==> src/rtl/clkgen_regs_pkg.sv <==
package clkgen_regs_pkg;
  localparam int DATA_W      = 8;
  localparam int CTL_EN_BIT  = 5;
  localparam int CTL_SEL_BIT = 4;
  localparam int BW_AUTO_BIT = 7;
  localparam int BW_LOCK_BIT = 6;
  localparam int BW_ACQ_BIT  = 5;
  localparam int BW_XLD_BIT  = 4;
  localparam logic [3:0] CTL_LOW_FILL = 4'hF;

  typedef struct packed {
    logic en;
    logic sel;
  } ctl_state_t;

  typedef struct packed {
    logic auto_bw;
    logic acq;
    logic xld;
  } bw_state_t;
endpackage

==> src/rtl/clkgen_rst_sync.sv <==
module clkgen_rst_sync #(
  parameter int STAGES = 2
) (
  input  logic clk_i,
  input  logic rst_ni,
  output logic rst_sync_no
);
  logic [STAGES-1:0] chain_q;

  generate
    for (genvar i = 0; i < STAGES; i++) begin : g_stage
      always_ff @(posedge clk_i or negedge rst_ni) begin
        if (!rst_ni) chain_q[i] <= 1'b0;
        else if (i == 0) chain_q[i] <= 1'b1;
        else chain_q[i] <= chain_q[(i == 0) ? 0 : i-1];
      end
    end
  endgenerate

  assign rst_sync_no = chain_q[STAGES-1];
endmodule

==> src/rtl/clkgen_ctl_reg.sv <==
module clkgen_ctl_reg
  import clkgen_regs_pkg::*;
(
  input  logic       clk_i,
  input  logic       rst_ni,
  input  logic       wr_i,
  input  logic       wr_en_bit_i,
  input  logic       wr_sel_bit_i,
  input  logic       stop_i,
  output ctl_state_t state_o
);
  ctl_state_t cur_q, nxt;
  logic       upd;

  assign upd = wr_i | stop_i;

  always_comb begin
    nxt = cur_q;
    if (wr_i) begin
      // enable may only fall while the VCO is not selected
      nxt.en  = wr_en_bit_i | cur_q.sel;
      // select may only rise once the PLL is already enabled
      nxt.sel = wr_sel_bit_i & cur_q.en;
    end
    if (stop_i) nxt.sel = 1'b0;
  end

  always_ff @(posedge clk_i or negedge rst_ni) begin
    if (!rst_ni)  cur_q <= '0;
    else if (upd) cur_q <= nxt;
  end

  assign state_o = cur_q;
endmodule

==> src/rtl/clkgen_bw_reg.sv <==
module clkgen_bw_reg
  import clkgen_regs_pkg::*;
(
  input  logic      clk_i,
  input  logic      rst_ni,
  input  logic      wr_i,
  input  logic      wr_auto_bit_i,
  input  logic      wr_acq_bit_i,
  input  logic      wr_xld_bit_i,
  input  logic      pll_track_i,
  output bw_state_t state_o,
  output logic      track_mode_o
);
  bw_state_t cur_q, nxt;

  always_comb begin
    nxt = cur_q;
    if (wr_i) begin
      nxt.auto_bw = wr_auto_bit_i;
      nxt.xld     = wr_xld_bit_i;
      // acquisition bit is writable only in manual mode
      if (!cur_q.auto_bw) nxt.acq = wr_acq_bit_i;
    end
  end

  always_ff @(posedge clk_i or negedge rst_ni) begin
    if (!rst_ni)   cur_q <= '0;
    else if (wr_i) cur_q <= nxt;
  end

  assign state_o      = cur_q;
  assign track_mode_o = cur_q.auto_bw ? pll_track_i : cur_q.acq;
endmodule

==> src/rtl/clkgen_rd_mux.sv <==
module clkgen_rd_mux
  import clkgen_regs_pkg::*;
(
  input  logic              hit_ctl_i,
  input  logic              hit_bw_i,
  input  ctl_state_t        ctl_i,
  input  bw_state_t         bw_i,
  input  logic              pll_lock_i,
  input  logic              track_mode_i,
  output logic [DATA_W-1:0] rdata_o
);
  logic [DATA_W-1:0] ctl_word, bw_word;

  always_comb begin
    ctl_word              = '0;
    ctl_word[3:0]         = CTL_LOW_FILL;
    ctl_word[CTL_EN_BIT]  = ctl_i.en;
    ctl_word[CTL_SEL_BIT] = ctl_i.sel;

    bw_word               = '0;
    bw_word[BW_AUTO_BIT]  = bw_i.auto_bw;
    bw_word[BW_LOCK_BIT]  = bw_i.auto_bw & pll_lock_i;
    bw_word[BW_ACQ_BIT]   = track_mode_i;
    bw_word[BW_XLD_BIT]   = bw_i.xld;

    if (hit_ctl_i)     rdata_o = ctl_word;
    else if (hit_bw_i) rdata_o = bw_word;
    else               rdata_o = '0;
  end
endmodule

==> src/rtl/clkgen_regs.sv <==
module clkgen_regs
  import clkgen_regs_pkg::*;
#(
  parameter int              ADDR_W      = 8,
  parameter logic [ADDR_W-1:0] CTRL_ADDR = 'h1C,
  parameter logic [ADDR_W-1:0] BW_ADDR   = 'h1D,
  parameter int              SYNC_STAGES = 2
) (
  input  logic              clk_i,
  input  logic              rst_ni,
  input  logic [ADDR_W-1:0] addr_i,
  input  logic              wr_en_i,
  input  logic [DATA_W-1:0] wdata_i,
  output logic [DATA_W-1:0] rdata_o,
  input  logic              pll_lock_i,
  input  logic              pll_track_i,
  input  logic              stop_req_i,
  output logic              pll_en_o,
  output logic              vco_sel_o,
  output logic              track_mode_o
);
  logic       rst_core_n;
  logic       hit_ctl, hit_bw;
  ctl_state_t ctl_st;
  bw_state_t  bw_st;
  logic       unused_wdata;

  assign unused_wdata = ^{wdata_i[BW_LOCK_BIT], wdata_i[3:0]};

  clkgen_rst_sync #(.STAGES(SYNC_STAGES)) u_rst (
    .clk_i       (clk_i),
    .rst_ni      (rst_ni),
    .rst_sync_no (rst_core_n)
  );

  assign hit_ctl = (addr_i == CTRL_ADDR);
  assign hit_bw  = (addr_i == BW_ADDR);

  clkgen_ctl_reg u_ctl (
    .clk_i        (clk_i),
    .rst_ni       (rst_core_n),
    .wr_i         (wr_en_i & hit_ctl),
    .wr_en_bit_i  (wdata_i[CTL_EN_BIT]),
    .wr_sel_bit_i (wdata_i[CTL_SEL_BIT]),
    .stop_i       (stop_req_i),
    .state_o      (ctl_st)
  );

  clkgen_bw_reg u_bw (
    .clk_i         (clk_i),
    .rst_ni        (rst_core_n),
    .wr_i          (wr_en_i & hit_bw),
    .wr_auto_bit_i (wdata_i[BW_AUTO_BIT]),
    .wr_acq_bit_i  (wdata_i[BW_ACQ_BIT]),
    .wr_xld_bit_i  (wdata_i[BW_XLD_BIT]),
    .pll_track_i   (pll_track_i),
    .state_o       (bw_st),
    .track_mode_o  (track_mode_o)
  );

  clkgen_rd_mux u_rd (
    .hit_ctl_i    (hit_ctl),
    .hit_bw_i     (hit_bw),
    .ctl_i        (ctl_st),
    .bw_i         (bw_st),
    .pll_lock_i   (pll_lock_i),
    .track_mode_i (track_mode_o),
    .rdata_o      (rdata_o)
  );

  assign pll_en_o  = ctl_st.en;
  assign vco_sel_o = ctl_st.sel;
endmodule

==> config.mk <==
export PLATFORM = sky130hd
export DESIGN_NAME = clkgen_regs
export DESIGN_NICKNAME = d
export VERILOG_FILES = /design/src/rtl/clkgen_regs_pkg.sv /design/src/rtl/clkgen_rst_sync.sv /design/src/rtl/clkgen_ctl_reg.sv /design/src/rtl/clkgen_bw_reg.sv /design/src/rtl/clkgen_rd_mux.sv /design/src/rtl/clkgen_regs.sv
export SDC_FILE = /design/constraint.sdc
export NUM_CORES = 1
export LEC_CHECK = 0
export ABC_AREA = 0
export BUFFER_PORTS_ARGS = -buffer_cell sky130_fd_sc_hd__buf_2
export CAP_MARGIN = 5
export CORE_AREA = 2 2 39 41
export DETAILED_ROUTE_END_ITERATION = 10
export DIE_AREA = 0 0 41 43
export PLACE_DENSITY = 0.75
export SLEW_MARGIN = 20
export SYNTH_ARGS = -nofsm -noshare
export SYNTH_HDL_FRONTEND = slang
export SYNTH_SLANG_ARGS = --single-unit
==> constraint.sdc <==
create_clock -name clk_i -period 2.6 [get_ports clk_i]
set_clock_uncertainty 0.05 [all_clocks]
set_input_delay 0.52 -clock clk_i [delete_from_list [all_inputs] [get_ports clk_i]]
set_output_delay 0.52 -clock clk_i [all_outputs]
set_load 0.01 [all_outputs]
==> metrics.md <==
| Metric | Value |
|---|---|
| Routed Antenna Nets | `0` |
| First-pass GRT wire length | `931 um` |
| R2r endpoint | `u_bw.state_o[1]` |
| CP most frequent cell | `buf_2` |
| Vias per cell | `4.44` |
| R2R Path Start | `u_bw.state_o[2]` |
| P&R area growth vs syn | `39.8%` |
| Clk_lat worst skew | `240 ps` |
| DR vias | `355` |
| Async SR Flop Fraction | `1.00` |
| Ant diodes | `0` |
| # fillers | `147` |
| Post-synthesis sequential area ratio | `0.432` |
| Routed length per placed instance | `9.09 um` |
| Kind of critical path | `primary input to primary output` |
| Largest net degree at the start of global routing | `6` |
| Worst path arrival time | `1390 ps` |
| CTS Root Cell | `clkbuf_4` |
| Endpoints failing hold | `0` |
| Global Route Usage Sum | `0.0803` |
| Delay-heaviest family, CP | `simple AND/OR/NAND/NOR gates` |
| Setup Viol. Count Final | `0` |
| Setup_tns | `0 ps` |
| Setup crit end | `rdata_o[6]` |
| Initial core utilization | `0.293` |
| Synthesized instance count | `36` |
| Instance count on the critical path | `5` |
| CP Cell Sequence | `buf_2, nor4b_4, and3_2, and2_1, buf_2` |
| Die W | `41 um` |
| Ys flop type | `dfrtp_1` |
| Nets | `87` |
| Ranking of synthesized cells by area | `dfrtp_1 (43%), mux2_2 (11%), mux2i_1 (9.9%)` |
| Pwr Total | `0.000242 W` |
| Clock Path Buffers | `2` |
| CTS Sinks | `7` |
| Pleak | `0.329 nW` |
| # rows | `14` |
| Placed cell count | `75` |
| Final Wtd Congestion | `0.522` |
| RSZ-0062 raised after global routing | `no` |
| CP Launch Type | `primary input` |
| DRC Markers | `0` |
| Synthesized area | `405 um^2` |
| Pwr per Cell Area | `427 nW/um^2` |
| Non-filler instance count after layout | `80` |
| Worst Setup SP | `addr_i[1]` |
| Synth Area per Inst | `11.3 um^2` |
| Clock transition at path regs | `50 ps` |
| Die ar. | `1760 um^2` |
| Antenna violations before repair | `0` |
| Post-synthesis cell type count | `17` |
| Syn nets | `58` |
| Setup crit end kind | `primary output` |
| Synth top cells by count | `dfrtp_1 (7), buf_4 (4), mux2_2 (4), mux2i_1 (4), nor2_1 (4)` |
| Hold slack | `17.0 ps` |
| Layout Utilization | `0.410` |
| Final worst path period share | `0.754` |
| Yosys warns | `0` |
| Core Region | `1380 um^2` |
| Num CTS Buffers | `3` |
| Layout cells sized above 1 | `0.563` |
| DR pass1 iterations | `4` |
| CTS tree | `built` |
| Initial drt markers | `3` |
| Final min period | `1960 ps` |
| Slowest cell on crit path | `nor4b_4` |
| Max Cap Viol | `0` |
| Worst-path fanout max | `3` |
| Overflow after GRT | `0` |
| Count leader, synth | `dfrtp_1` |
| Yosys reg bits | `7` |
| Synth top area share | `0.432` |
| Number of global-route vias before repair | `281` |
| FF-to-FF setup slack | `1580 ps` |
| Post-CTS sizing | `0` |
| Vert. Die Dim | `43 um` |
| Max Slew Vio Count | `0` |
| Buffers & Inverters on Critical Path | `2` |
| Worst Reg-to-Reg Cells | `2` |
| Setup Buffers After CTS | `0` |
| Outcome | `complete, no violations` |
| VDD IR max | `0.187 mV` |
| Yosys top cell by area | `dfrtp_1` |
| Ports | `33` |
| Post-DP HPWL | `634 um` |
| Req. time, crit path | `2030 ps` |
| Hold Crit Class | `flip-flop to asynchronous set/reset pin` |
| IO buf count | `27` |
| Fmax | `0.510 GHz` |
| Slowest cell delay on critical path | `300 ps` |
| Routed WL | `727 um` |
| Post-synth EDFFs | `0` |
| H-tree levels | `1` |
stage by stage:
| step | instance area, um^2 | setup WS [ps] |
|---|---|---|
| 2_1_floorplan | 405 | 796 |
| 3_3_place_gp | 531 | 630 |
| 3_5_place_dp | 531 | 640 |
| 4_1_cts | 567 | 630 |
| 5_1_grt | 567 | 506 |
| 6_report | 567 | 640 |
layer usage:
metal | up-vias | GRT usage | wire (um)
met5 | - | 0 | 0
met4 | 0 | 0.0600 | 0
met3 | 0 | 0.0366 | 147
met2 | 27 | 0.134 | 301
met1 | 150 | 0.0669 | 277
li1 | 178 | - | -
worst min path at each step:
stage	endpoint	startpoint	slack [ps]
floorplan	u_bw.state_o[0]	u_rst.rst_sync_no	4
global placement	u_bw.state_o[1]	u_rst.rst_sync_no	20
detailed placement	u_bw.state_o[2]	u_rst.rst_sync_no	20
CTS	u_bw.state_o[2]	u_rst.rst_sync_no	30
global route	u_bw.state_o[2]	u_rst.rst_sync_no	50
finish	u_bw.state_o[1]	u_rst.rst_sync_no	20
placed cells by master (no fill, tap or decap), drive strengths merged:
| cell | count |
|---|---|
| conb | 1 |
| dfrtp | 7 |
| dlygate4sd3 | 1 |
| nand4b | 2 |
| nand2 | 1 |
| nand3 | 1 |
| buf | 27 |
| nor3 | 1 |
| inv | 1 |
| and3 | 1 |
| nand3b | 1 |
| nor4b | 1 |
| and2 | 1 |
| and4b | 1 |
| nand2b | 1 |
| clkbuf | 4 |
| mux2i | 4 |
| mux2 | 4 |
| nor2 | 4 |
kinds of logic after synthesis:
kind of cell,Yosys count,synth area share
buffers and inverters,5,0.0833
DFF,7,0.432
muxes,8,0.210
and+or+nand+nor,15,0.265
other,1,0.00925
final cells by class:
type,instances,area (um^2),share of cell area
multi-input combinational,24,196,0.347
sequential,7,175,0.309
timing repair buffer,28,145,0.256
clock buffer,4,26.3,0.0464
tap,16,20.0,0.0353
inverter,1,3.75,0.00662
flip-flops by register name, summed over array words and instances, names as in the netlist:
register	count
u_ctl.state_o	2
u_rst.rst_sync_no	1
u_bw.state_o	3
u_rst.chain_q	1
report_power, final:
group / leakage [nW] / internal, W / total, W / switching [W]
Sequential: 0.0877 / 0.000114 / 0.000117 / 0.00000342
Combinational: 0.226 / 0.0000185 / 0.0000311 / 0.0000126
Clock: 0.0150 / 0.0000583 / 0.0000939 / 0.0000356
repair_timing:
action	4_1_cts	5_1_grt
hold endpoints to repair	2	0
hold buffers	1	0
endpoints found under the setup margin	0	0
(Power assumes the default switching activity.)
